--- config.mk ---
export PLATFORM = sky130hd
export DESIGN_NAME = eag_top
export DESIGN_NICKNAME = d
export VERILOG_FILES = /design/src/rtl/eag_pkg.sv /design/src/rtl/eag_idx_trim.sv /design/src/rtl/eag_bank_add.sv /design/src/rtl/eag_long_add.sv /design/src/rtl/eag_top.sv
export SDC_FILE = /design/constraint.sdc
export NUM_CORES = 1
export LEC_CHECK = 0
export CORE_UTILIZATION = 49
export CTS_BUF_LIST = sky130_fd_sc_hd__clkbuf_4 sky130_fd_sc_hd__clkbuf_8 sky130_fd_sc_hd__clkbuf_16
export DETAILED_ROUTE_END_ITERATION = 16
export HOLD_SLACK_MARGIN = 0.12
export PLACE_DENSITY = 0.83
export SLEW_MARGIN = 40
export SYNTH_ARGS = -nofsm -noshare
export SYNTH_HDL_FRONTEND = slang
export SYNTH_SLANG_ARGS = --single-unit
--- constraint.sdc ---
create_clock -name clk -period 0.8 [get_ports clk]
set_input_delay 0.12 -clock clk [delete_from_list [all_inputs] [get_ports clk]]
set_output_delay 0.12 -clock clk [all_outputs]
set_load 0.005 [all_outputs]
--- src/rtl/eag_pkg.sv ---
package eag_pkg;
  typedef enum logic [3:0] {
    AM_DIR        = 4'd0,
    AM_DIR_X      = 4'd1,
    AM_DIR_Y      = 4'd2,
    AM_ABS        = 4'd3,
    AM_ABS_X      = 4'd4,
    AM_ABS_Y      = 4'd5,
    AM_LONG       = 4'd6,
    AM_LONG_X     = 4'd7,
    AM_STK        = 4'd8,
    AM_IND_LONG   = 4'd9,
    AM_IND_LONG_Y = 4'd10,
    AM_CODE       = 4'd11
  } mode_e;

  // Modes whose timing depends on direct-page alignment
  function automatic logic uses_dpage(input logic [3:0] m);
    return (m == AM_DIR) || (m == AM_DIR_X) || (m == AM_DIR_Y) ||
           (m == AM_IND_LONG) || (m == AM_IND_LONG_Y);
  endfunction
endpackage

--- src/rtl/eag_idx_trim.sv ---
// Narrows the index registers to their low part when the narrow select is set.
module eag_idx_trim #(
  parameter int OFS_W    = 16,
  parameter int NARROW_W = 8,
  parameter int N_IDX    = 2
) (
  input  logic                         narrow_i,
  input  logic [N_IDX-1:0][OFS_W-1:0]  idx_i,
  output logic [N_IDX-1:0][OFS_W-1:0]  idx_o
);
  localparam int HI_W = OFS_W - NARROW_W;

  for (genvar g = 0; g < N_IDX; g++) begin : g_trim
    assign idx_o[g] = narrow_i ? {{HI_W{1'b0}}, idx_i[g][NARROW_W-1:0]} : idx_i[g];
  end
endmodule

--- src/rtl/eag_bank_add.sv ---
// In-bank adder: result wraps modulo 2^OFS_W, never carries into the bank.
module eag_bank_add #(
  parameter int OFS_W = 16,
  parameter int DP_W  = 8
) (
  input  logic [OFS_W-1:0] base_i,
  input  logic [DP_W-1:0]  disp_i,
  input  logic [OFS_W-1:0] idx_i,
  output logic [OFS_W-1:0] sum_o
);
  function automatic logic [OFS_W-1:0] wrap_add(input logic [OFS_W-1:0] b,
                                                 input logic [DP_W-1:0]  d,
                                                 input logic [OFS_W-1:0] i);
    return b + OFS_W'(d) + i;
  endfunction

  assign sum_o = wrap_add(base_i, disp_i, idx_i);
endmodule

--- src/rtl/eag_long_add.sv ---
// Linear adder across the full bank:offset space, wrapping modulo 2^ADDR_W.
module eag_long_add #(
  parameter int ADDR_W = 24,
  parameter int OFS_W  = 16
) (
  input  logic [ADDR_W-1:0] lin_i,
  input  logic [OFS_W-1:0]  idx_i,
  output logic [ADDR_W-1:0] sum_o
);
  function automatic logic [ADDR_W-1:0] lin_add(input logic [ADDR_W-1:0] a,
                                                input logic [OFS_W-1:0]  i);
    return a + ADDR_W'(i);
  endfunction

  assign sum_o = lin_add(lin_i, idx_i);
endmodule

--- src/rtl/eag_top.sv ---
module eag_top
  import eag_pkg::*;
#(
  parameter int BANK_W = 8,
  parameter int OFS_W  = 16,
  parameter int DP_W   = 8
) (
  input  logic              clk,
  input  logic              rst_n,
  input  logic [3:0]        mode_i,
  input  logic              idx_narrow_i,
  input  logic [DP_W-1:0]   dp_ofs_i,
  input  logic [OFS_W-1:0]  abs_i,
  input  logic [BANK_W+OFS_W-1:0] long_i,
  input  logic [BANK_W+OFS_W-1:0] ptr_i,
  input  logic [OFS_W-1:0]  x_i,
  input  logic [OFS_W-1:0]  y_i,
  input  logic [OFS_W-1:0]  sp_i,
  input  logic [OFS_W-1:0]  dpage_i,
  input  logic [BANK_W-1:0] dbank_i,
  input  logic [BANK_W-1:0] pbank_i,
  output logic [BANK_W-1:0] bank_o,
  output logic [OFS_W-1:0]  ofs_o,
  output logic              extra_cyc_o
);
  localparam int ADDR_W = BANK_W + OFS_W;

  mode_e m;
  assign m = mode_e'(mode_i);

  // ---- index trimming ----
  logic [1:0][OFS_W-1:0] idx_raw, idx_eff;
  logic [OFS_W-1:0]      xe, ye;
  assign idx_raw = {y_i, x_i};

  eag_idx_trim #(.OFS_W(OFS_W), .NARROW_W(DP_W), .N_IDX(2)) u_trim (
    .narrow_i (idx_narrow_i),
    .idx_i    (idx_raw),
    .idx_o    (idx_eff)
  );
  assign xe = idx_eff[0];
  assign ye = idx_eff[1];

  // ---- index selection per adder ----
  logic [OFS_W-1:0] dp_idx, abs_idx;
  always_comb begin
    dp_idx  = '0;
    abs_idx = '0;
    if (m == AM_DIR_X) dp_idx  = xe;
    if (m == AM_DIR_Y) dp_idx  = ye;
    if (m == AM_ABS_X) abs_idx = xe;
    if (m == AM_ABS_Y) abs_idx = ye;
  end

  // ---- in-bank sums ----
  logic [OFS_W-1:0] dp_sum, stk_sum, abs_sum;

  eag_bank_add #(.OFS_W(OFS_W), .DP_W(DP_W)) u_dp_add (
    .base_i (dpage_i), .disp_i (dp_ofs_i), .idx_i (dp_idx), .sum_o (dp_sum)
  );
  eag_bank_add #(.OFS_W(OFS_W), .DP_W(DP_W)) u_stk_add (
    .base_i (sp_i), .disp_i (dp_ofs_i), .idx_i ('0), .sum_o (stk_sum)
  );
  eag_bank_add #(.OFS_W(OFS_W), .DP_W(DP_W)) u_abs_add (
    .base_i (abs_i), .disp_i ('0), .idx_i (abs_idx), .sum_o (abs_sum)
  );

  // ---- full-width sums ----
  logic [ADDR_W-1:0] long_x_sum, ptr_y_sum;

  eag_long_add #(.ADDR_W(ADDR_W), .OFS_W(OFS_W)) u_long_add (
    .lin_i (long_i), .idx_i (xe), .sum_o (long_x_sum)
  );
  eag_long_add #(.ADDR_W(ADDR_W), .OFS_W(OFS_W)) u_ptr_add (
    .lin_i (ptr_i), .idx_i (ye), .sum_o (ptr_y_sum)
  );

  // ---- result selection ----
  logic [BANK_W-1:0] nxt_bank;
  logic [OFS_W-1:0]  nxt_ofs;
  always_comb begin
    nxt_bank = '0;
    nxt_ofs  = '0;
    case (m)
      AM_DIR, AM_DIR_X, AM_DIR_Y: nxt_ofs = dp_sum;
      AM_STK:                     nxt_ofs = stk_sum;
      AM_ABS, AM_ABS_X, AM_ABS_Y: begin nxt_bank = dbank_i; nxt_ofs = abs_sum; end
      AM_LONG:                    {nxt_bank, nxt_ofs} = long_i;
      AM_LONG_X:                  {nxt_bank, nxt_ofs} = long_x_sum;
      AM_IND_LONG:                {nxt_bank, nxt_ofs} = ptr_i;
      AM_IND_LONG_Y:              {nxt_bank, nxt_ofs} = ptr_y_sum;
      AM_CODE:                    begin nxt_bank = pbank_i; nxt_ofs = abs_i; end
      default:                    ;
    endcase
  end

  // ---- penalty events, named for the assertions ----
  logic dp_mode_w, dp_misaligned_w, nxt_pen;
  assign dp_mode_w       = uses_dpage(mode_i);
  assign dp_misaligned_w = |dpage_i[DP_W-1:0];
  assign nxt_pen         = dp_mode_w & dp_misaligned_w;

  // ---- output register ----
  logic warm_q;
  always_ff @(posedge clk or negedge rst_n) begin
    if (!rst_n) begin
      bank_o      <= '0;
      ofs_o       <= '0;
      extra_cyc_o <= 1'b0;
      warm_q      <= 1'b0;
    end else begin
      bank_o      <= nxt_bank;
      ofs_o       <= nxt_ofs;
      extra_cyc_o <= nxt_pen;
      warm_q      <= 1'b1;
    end
  end

  // ---- assertions ----
  // bank-0 modes never leave bank 0
  a_r2_dp_bank_zero: assert property (@(posedge clk) disable iff (!rst_n)
    (warm_q && ($past(mode_i) <= 4'(AM_DIR_Y) || $past(mode_i) == 4'(AM_STK)))
      |-> bank_o == '0);

  // absolute modes keep the data bank whatever the offset sum does
  a_r4_abs_keeps_dbank: assert property (@(posedge clk) disable iff (!rst_n)
    (warm_q && $past(mode_i) >= 4'(AM_ABS) && $past(mode_i) <= 4'(AM_ABS_Y))
      |-> bank_o == $past(dbank_i));

  // long operand passes through
  a_r5_long_passthru: assert property (@(posedge clk) disable iff (!rst_n)
    (warm_q && $past(mode_i) == 4'(AM_LONG))
      |-> {bank_o, ofs_o} == $past(long_i));

  // code access uses the program bank and the operand offset
  a_r9_code_pbank: assert property (@(posedge clk) disable iff (!rst_n)
    (warm_q && $past(mode_i) == 4'(AM_CODE))
      |-> (bank_o == $past(pbank_i) && ofs_o == $past(abs_i)));

  // no extra cycle outside direct-page modes or with an aligned base
  a_r11_no_penalty: assert property (@(posedge clk) disable iff (!rst_n)
    (warm_q && (!$past(dp_mode_w) || !$past(dp_misaligned_w))) |-> !extra_cyc_o);

  // undefined codes produce a null address
  a_r12_undef_null: assert property (@(posedge clk) disable iff (!rst_n)
    (warm_q && $past(mode_i) > 4'(AM_CODE))
      |-> (bank_o == '0 && ofs_o == '0 && !extra_cyc_o));
endmodule

==> run summary, run 1 <==
first-pass GRT wire length: 70100 um
Yosys reg bits: 25
mux cell area share after synthesis: 0.0119
largest net degree at the start of global routing: 26
IO Port Bufs: 183
die height: 113 um
failing step: global routing
Post-synth ARST share: 1.00
Synth Flop Type: dfrtp_1
clock sinks: 25
Row Count: 40
Die W: 113 um
Post-Syn Area: 6010 um^2
Synth Area in Compound Gates: 0.346
Err: [ERROR GRT-0116] Global routing finished with congestion. Check the congestion regions in the DRC Viewer.
gr ovfl total: 13
Ports: 184
global-route usage over all layers: 0.735
RePlAce Congestion: 1.08
CTS H-tree lvls: 1
status: aborted with a tool error
syn nets: 1020
DP Worst Slack: -3.11 ns
Root Driver: clkbuf_16
average cell area after synthesis: 7.79 um^2
largest family of logic cells by synthesized area: compound AO/OA/AOI/OAI gates
dpl hpwl: 26000 um
post-synthesis adder-cell area fraction: 0.201
CTS Buf Count: 3
area leader, netlist: ha_1
top post-synthesis cells by area: ha_1 16%, dfrtp_1 10%, xnor2_1 5.2%
Seq/Total Area, Yosys: 0.104
Hold-fix buffers, CTS: 0
Synth Instances: 772
Starting Density: 0.503
xor and xnor fraction of the mapped netlist area: 0.0974
CTS max path bufs: 2
EDFF count, synth: 0
synthesis warning total: 0
synth unique cells: 74
most frequent cells after synthesis: 76 x ha_1, 57 x nand2_1, 51 x nor2_1, 48 x a21oi_1, 40 x o21ai_0
simple-gate share of the synthesized area: 0.200
vias in the first global route: 12.0k
cell with the most instances after synthesis: ha_1
area fraction of the dominant cell type after synthesis: 0.158
## per-layer routing
metal / GRT overflow / track usage
met5: 0 / 0.129
met3: 1 / 0.540
met4: 7 / 0.783
met2: 5 / 0.951
met1: 0 / 0.713
## stage by stage
stage               std cells  cell area, um^2
CTS                      1422            11400
global placement         1401            10600
floorplan                 772             6250
detailed placement       1401            10600
## what timing repair did
| item | 4_1_cts |
|---|---|
| cloned | 1 |
| setup buffers | 17 |
| pin swaps | 95 |
| resized for setup | 364 |
| setup endpoints to repair | 50 |
## logic make-up after synthesis
| family | count (synthesis) |
|---|---|
| compound gates | 287 |
| mux | 7 |
| fa+ha+maj | 89 |
| simple gates | 239 |
| buf+inv | 59 |
| flops | 25 |
| xor+xnor | 66 |
==> run 2, diff against run 1 <==
- CORE_UTILIZATION: 49 -> 39
- CTS_BUF_LIST: sky130_fd_sc_hd__clkbuf_4 sky130_fd_sc_hd__clkbuf_8 sky130_fd_sc_hd__clkbuf_16 -> unset
- HOLD_SLACK_MARGIN: 0.12 -> unset
- PLACE_DENSITY: 0.83 -> unset
- PLACE_DENSITY_LB_ADDON: unset -> 0.15
==> run 2 against run 1 <==
The flow now finishes, with violations (negative setup slack); synthesized cell count did not move; area after synthesis is the same.
==> run summary, run 2 <==
normalized max-slew margin: 0.533
Crit-path slowest cell: fa_1
power consumption: 10.1 mW
xor and xnor fraction of the mapped netlist area: 0.0974
actual slew at the worst max-slew pin: 0.695 ns
leak pwr: 5.18 nW
post-synthesis adder-cell area fraction: 0.201
synth unique cells: 74
peak supply drop: 0.000818 V
hold_sp: ptr_i[0]
most common cell after layout, fill and taps aside: buf_4
post-route ant nets: 0
Largest Register: ofs_o
vias per cell: 5.92
Synth Area in Compound Gates: 0.346
peak per-stage delay on the critical path: 0.45 ns
PD cells: 887 nW/um^2
mux cell area share after synthesis: 0.0119
max_cap viols: 0
Die W: 126 um
commonest cells after routing, fill and taps aside: 296 x buf_4, 99 x clkdlybuf4s50_1, 55 x nand2_1
die footprint: 15900 um^2
CTS H-tree lvls: 1
Pins Over Slew Limit: 0
period utilisation layout: 3.85
Critical Path Start Type: input port
clock sinks: 25
area leader, netlist: ha_1
gr ovfl total: 0
area grow syn2layout: 89.6%
Seq/Total Area, Yosys: 0.104
drt pass-1 iters: 6
syn nets: 1020
Total Wirelength: 29500 um
nets@finish: 1507
CTS max path bufs: 2
Synth Instances: 772
status: complete, but fails checks
cell with the most instances after synthesis: ha_1
Crit Path Class: input port to register
global-route usage over all layers: 0.365
EDFF count, synth: 0
largest net degree at the start of global routing: 26
area fraction of the dominant cell type after synthesis: 0.158
TritonCTS clock tree: done
failing checks: negative setup slack
Ports: 184
Post-Syn Area: 6010 um^2
first-pass GRT wire length: 44700 um
simple-gate share of the synthesized area: 0.200
synthesis warning total: 0
average cell area after synthesis: 7.79 um^2
initial DRC count: 679
DRC Markers: 0
Starting Density: 0.397
Worst EP required: 0.98 ns
f_max: 325 MHz
die height: 126 um
Data arrival, critical path: 3.25 ns
largest family of logic cells by synthesized area: compound AO/OA/AOI/OAI gates
Hold Vio Cnt, Final: 0
CTS Buf Count: 3
Post-synth ARST share: 1.00
Root Driver: clkbuf_16
routed length per instance: 20.4 um
setup ws final: -2.28 ns
top post-synthesis cells by area: ha_1 16%, dfrtp_1 10%, xnor2_1 5.2%
CP max FO: 4
TNS Setup: -43.75 ns
DR vias: 8554
Row Count: 45
Hold-fix buffers, CTS: 0
antenna violations before repair: 0
endpoints failing setup: 50
CORE AREA: 15100 um^2
max reg flops: 16
most frequent cells after synthesis: 76 x ha_1, 57 x nand2_1, 51 x nor2_1, 48 x a21oi_1, 40 x o21ai_0
RePlAce Congestion: 0.969
RSZ-0062 raised after global routing: yes
worst setup path startpoint: mode_i[1]
Largest regs: ofs_o x16, bank_o x8, extra_cyc_o x1
IO Port Bufs: 183
vias in the first global route: 8498
Worst Hold Class: input port to register
proportion of layout cells with a drive suffix above 1: 0.410
Synth Flop Type: dfrtp_1
Clk pin slew, worst setup/hold paths: 0.09 ns
Yosys reg bits: 25
crit-path cells: buf_8 -> nand2b_4 -> nor3_4 -> a22o_1 -> fa_1 -> ha_4 -> fa_2 -> a21o_1 -> a221oi_4 -> a21oi_4 -> nand4_1 -> a211o_1 -> nand3_1 -> a221o_1
Antenna Cells: 0
Final Critical Period: 3.08 ns
crit path capture type: register
dpl hpwl: 23200 um
run 2: cell counts after synthesis:
Identical to the previous run, type by type.
run 2: worst max-delay path, delay by kind of cell:
kind,cells,cell delay [ns]
AO/OA/AOI/OAI,6,1.31
AND/OR/NAND/NOR,4,0.72
buffers and inverters,1,0.10
adder cells (fa/ha/maj),3,1.00
run 2: timing repair:
| action | 4_1_cts | 5_1_grt |
|---|---|---|
| setup buffers | 25 | 13 |
| resized for setup | 328 | 64 |
| setup endpoints to repair | 50 | 50 |
| pin swaps | 89 | 60 |
run 2: cells by family after synthesis:
family          after synthesis
flops                        25
xor+xnor                     66
fa+ha+maj                    89
compound gates              287
mux                           7
simple gates                239
buf+inv                      59
run 2: path summary, 6_finish.rpt:
kind	end	depth (start not counted)
worst min-delay path	ofs_o[0]	3
max in group asynchronous	ofs_o[14]	2
min in group asynchronous	ofs_o[3]	2
worst max-delay path	ofs_o[15]	14
run 2: layout make-up:
cell class	instances	area [um^2]
Clock buffer	4	78.8
Timing Repair Buffer	508	4230
Fill cell	1169	3750
Sequential cell	25	626
Inverter	33	134
Multi-Input combinational cell	688	6090
Tap cell	188	235
run 2: where the power goes:
part	internal (mW)	switching [mW]
sequential	1.44	0.0813
clock	0.691	0.650
combinational	3.84	3.41
run 2: per-layer routing:
metal / track usage / up-vias / share of wire
met1: 0.452 / 4035 / 0.39
met3: 0.0705 / 80 / 0.10
met4: 0.139 / 0 / 0.038
met2: 0.623 / 496 / 0.47
li1: - / 3943 / -
met5: 0 / - / 0
run 2: metrics by stage:
step	hold WS, ns	util	area, um^2	setup WS (ns)	instances
after floorplan	-0.176	-	6250	-2.34	772
after global placement	0.512	0.686	10400	-2.94	1407
after detailed placement	0.507	0.686	10400	-3.04	1407
after CTS	0.151	0.730	11100	-2.22	1435
after global routing	0.205	0.752	11400	-2.35	1446
final	0.173	0.752	11400	-2.28	1446
(Power assumes the default switching activity.)
==> run 3, diff against run 2 <==
- GPL_TIMING_DRIVEN: unset -> 0
- TNS_END_PERCENT: unset -> 100
==> run 3 against run 2 <==
The flow still finishes with violations (negative setup slack); sequential share of layout area is 1.0 points higher; count of clock-buffer cells in the layout did not move; cell area fell by 16%; fmax is 6.6% lower; combinational power shrank 17%; power down 13%; sequential power fell by 3%; core utilization fell by 12 points; clock power about the same; highest routed layer unchanged; first-iteration DRC count is 19% higher; global-route usage shrank 4.2 points.
==> run summary, run 3 (synthesis gave the netlist of run 2 again) <==
IO Port Bufs: 181
proportion of layout cells with a drive suffix above 1: 0.272
power consumption: 8.84 mW
vias in the first global route: 7230
first-pass GRT wire length: 39400 um
CTS max path bufs: 2
RSZ-0062 raised after global routing: yes
finished layout cell area: 9600 um^2
failing checks: negative setup slack
CP max FO: 4
Row Count: 45
clock sinks: 25
Placed Area: 8330 um^2
PD cells: 921 nW/um^2
drt pass-1 iters: 5
status: complete, but fails checks
WHS Path Cells: 3
max reg flops: 16
Clk pin slew, worst setup/hold paths: 0.08 ns
actual slew at the worst max-slew pin: 0.766 ns
antenna violations before repair: 0
die footprint: 15900 um^2
Largest regs: ofs_o x16, bank_o x8, extra_cyc_o x1
post-route ant nets: 0
normalized max-slew margin: 0.485
routed length per instance: 21.8 um
global-route usage over all layers: 0.323
Pins Over Slew Limit: 0
f_max: 304 MHz
CTS Buf Count: 3
max_cap viols: 0
Worst EP required: 0.97 ns
hold_sp: ptr_i[0]
crit path capture type: register
Hold Vio Cnt, Final: 0
Crit Path Class: input port to register
Final Critical Period: 3.29 ns
Total Wirelength: 26300 um
Worst Hold Class: input port to register
Largest Register: ofs_o
DRC Markers: 0
vias per cell: 6.14
nets@finish: 1270
Ports: 184
initial DRC count: 806
gr ovfl total: 0
Antenna Cells: 0
period utilisation layout: 4.12
die height: 126 um
worst setup path startpoint: mode_i[1]
Starting Density: 0.397
RePlAce Congestion: 0.921
commonest cells after routing, fill and taps aside: 104 x clkdlybuf4s50_1, 52 x buf_4, 52 x nand2_1
Critical Path Start Type: input port
leak pwr: 4.01 nW
setup ws final: -2.49 ns
Fin Hold WS: 0.0986 ns
dpl hpwl: 19500 um
TritonCTS clock tree: done
endpoints failing setup: 50
Hold Path Sink: ofs_o[0]
area grow syn2layout: 59.7%
post-layout util: 0.634
CORE AREA: 15100 um^2
Data arrival, critical path: 3.46 ns
DR vias: 7429
Die W: 126 um
Root Driver: clkbuf_16
most common cell after layout, fill and taps aside: clkdlybuf4s50_1
TNS Setup: -46.70 ns
largest net degree at the start of global routing: 16
peak supply drop: 0.000735 V
CTS H-tree lvls: 1
## run 3: layout make-up
class	instances	area (um^2)
Buffer	25	174
Inverter	33	139
Tap cell	188	235
Timing Repair Buffer	246	2240
Clock buffer	4	78.8
Sequential cell	25	626
Fill cell	1262	5550
Multi-Input combinational cell	688	6110
## run 3: worst max-delay path by stage
stage	to	slack (ns)	cells past startpoint
6_report	ofs_o[15]	-2.49	15
5_1_grt	ofs_o[15]	-2.61	15
4_1_cts	ofs_o[15]	-2.42	15
3_5_place_dp	ofs_o[9]	-3.61	15
3_3_place_gp	ofs_o[9]	-3.67	15
2_1_floorplan	ofs_o[13]	-2.34	15
## run 3: what timing repair did
action / in CTS / in global routing
hold buffers: 1 / 0
hold endpoints to repair: 10 / 0
resized for setup: 317 / 56
pin swaps: 73 / 44
setup endpoints to repair: 50 / 50
setup buffers: 53 / 13
## run 3: metrics by stage
step                instances  worst slack, ns
finish                   1209            -2.49
global route             1209            -2.61
CTS                      1198            -2.42
detailed placement       1142            -3.61
global placement         1141            -3.67
floorplan                 772            -2.34
## run 3: power by group
group	internal, mW	total (mW)	switching, mW
Clock	0.690	1.32	0.633
Combinational	2.96	6.03	3.07
Sequential	1.44	1.49	0.0470
## run 3: critical path, cell delays in order
cell and delay [ns]:
buf_8 0.10, buf_12 0.11, nand2b_4 0.14, nor3_4 0.28, a22o_1 0.27, fa_1 0.44
ha_2 0.21, fa_2 0.36, a21o_1 0.23, a221oi_4 0.33, a21oi_4 0.14, nand4_1 0.20
a211o_1 0.16, nand3_1 0.07, a221o_1 0.27
## run 3: layer usage
metal  GRT usage  share of wire
met5           0              0
met4       0.113          0.030
met3      0.0569          0.091
met2       0.530           0.45
met1       0.424           0.42
==> run 4, diff against run 3 <==
- RECOVER_POWER: unset -> 50
==> run 4 against run 3 <==
The run still ends with negative setup slack left; setup slack about the same; clock power barely moved; sequential power hardly changed; global-route usage is the same; combinational power is essentially flat; non-clock buffer count did not move; sequential cell count unchanged; fmax is essentially flat; worst hold slack barely moved.
==> run summary, run 4 (synthesis gave the netlist of run 2 again) <==
status: complete, but fails checks
failing checks: negative setup slack
normalized max-slew margin: 0.485
Largest Register: ofs_o
PD cells: 921 nW/um^2
TNS Setup: -46.71 ns
DRC Markers: 0
CTS H-tree lvls: 1
register area: 626 um^2
Root Driver: clkbuf_16
f_max: 304 MHz
post-layout util: 0.634
IO Port Bufs: 181
Clk pin slew, worst setup/hold paths: 0.08 ns
Hold Vio Cnt, Final: 0
period utilisation layout: 4.12
leak pwr: 4.01 nW
dpl hpwl: 19500 um
endpoints failing setup: 50
DR vias: 7431
area grow syn2layout: 59.7%
first-pass GRT wire length: 39400 um
# fillers: 1262
Row Count: 45
TritonCTS clock tree: done
RePlAce Congestion: 0.921
Worst Hold Class: input port to register
drt pass-1 iters: 5
Starting Density: 0.397
CORE AREA: 15100 um^2
die height: 126 um
peak per-stage delay on the critical path: 0.44 ns
max reg flops: 16
CP max FO: 4
Largest regs: ofs_o x16, bank_o x8, extra_cyc_o x1
RSZ-0062 raised after global routing: yes
most common cell after layout, fill and taps aside: clkdlybuf4s50_1
crit-path cells: buf_8 -> buf_12 -> nand2b_4 -> nor3_4 -> a22o_1 -> fa_1 -> ha_2 -> fa_2 -> a21o_1 -> a221oi_4 -> a21oi_4 -> nand4_1 -> a211o_1 -> nand3_1 -> a221o_1
setup ws final: -2.49 ns
CTS max path bufs: 2
Crit Path Class: input port to register
CTS Buf Count: 3
vias per cell: 6.15
nets@finish: 1270
post-route ant nets: 0
Multi-input gate area: 6110 um^2
Antenna Cells: 0
Critical Path Start Type: input port
DP Worst Slack: -3.61 ns
max_cap viols: 0
peak supply drop: 0.000735 V
vias in the first global route: 7230
Die W: 126 um
clock sinks: 25
largest net degree at the start of global routing: 16
actual slew at the worst max-slew pin: 0.766 ns
Data arrival, critical path: 3.46 ns
routed length per instance: 21.8 um
Final Critical Period: 3.29 ns
global-route usage over all layers: 0.323
Crit-path slowest cell: fa_1
crit path capture type: register
Ports: 184
die footprint: 15900 um^2
proportion of layout cells with a drive suffix above 1: 0.272
gr ovfl total: 0
antenna violations before repair: 0
Pins Over Slew Limit: 0
commonest cells after routing, fill and taps aside: 104 x clkdlybuf4s50_1, 52 x buf_4, 52 x nand2_1
initial DRC count: 806
Total Wirelength: 26300 um
Worst EP required: 0.97 ns
[run 4: cell count changes in the layout (fill, tap and decap cells not counted), sizes merged]
cell / change
buf: -1
clkbuf: +1
[run 4: timing repair]
item | CTS | global route
hold buffers | 1 | 0
buffers inserted | 53 | 13
pin swaps | 73 | 44
endpoints found under the setup margin | 50 | 50
endpoints found under the hold margin | 10 | 0
gates resized for setup | 317 | 56
[run 4: layout make-up]
class	count	share of cell area
buffer	25	0.0181
sequential	25	0.0652
clock buffer	4	0.00821
multi-input combinational	688	0.636
inverter	33	0.0145
timing repair buffer	246	0.233
tap	188	0.0245
[run 4: report_power, final]
| part | total [mW] | internal (mW) | switching [mW] |
|---|---|---|---|
| Combinational | 6.03 | 2.96 | 3.07 |
| Clock | 1.32 | 0.690 | 0.633 |
| Sequential | 1.49 | 1.44 | 0.0470 |
[run 4: worst max-delay path: cells and delay by family]
kind / cells / cell delay (ns)
AO/OA/AOI/OAI: 6 / 1.40
adder cells (fa/ha/maj): 3 / 1.01
buffers and inverters: 2 / 0.21
AND/OR/NAND/NOR: 4 / 0.69
[run 4: routing by layer]
layer,part of all wire,track usage,vias up
li1,-,-,3479
met4,0.030,0.113,0
met3,0.090,0.0569,57
met2,0.46,0.530,406
met5,0,0,-
met1,0.43,0.424,3489
[run 4: path summary, 6_finish.rpt]
check / slack (ns) / endpoint / cells after the start / start
setup / recovery: -2.49 / ofs_o[15] / 15 / mode_i[1]
hold / removal: 0.1 / ofs_o[0] / 3 / ptr_i[0]
max in group asynchronous: 0.06 / ofs_o[7] / 3 / rst_n
min in group asynchronous: 0.30 / ofs_o[2] / 2 / rst_n
[run 4: through the flow]
| stage | instances | hold slack [ns] | cell area, um^2 | power (mW) |
|---|---|---|---|---|
| after floorplan | 772 | -0.176 | 6250 | 4.36 |
| after global placement | 1141 | 0.765 | 8300 | 6.52 |
| after detailed placement | 1142 | 0.0589 | 8330 | 6.56 |
| after CTS | 1198 | 0.0914 | 9330 | 8.41 |
| after global routing | 1209 | 0.112 | 9600 | 9.31 |
| final | 1209 | 0.0986 | 9600 | 8.84 |
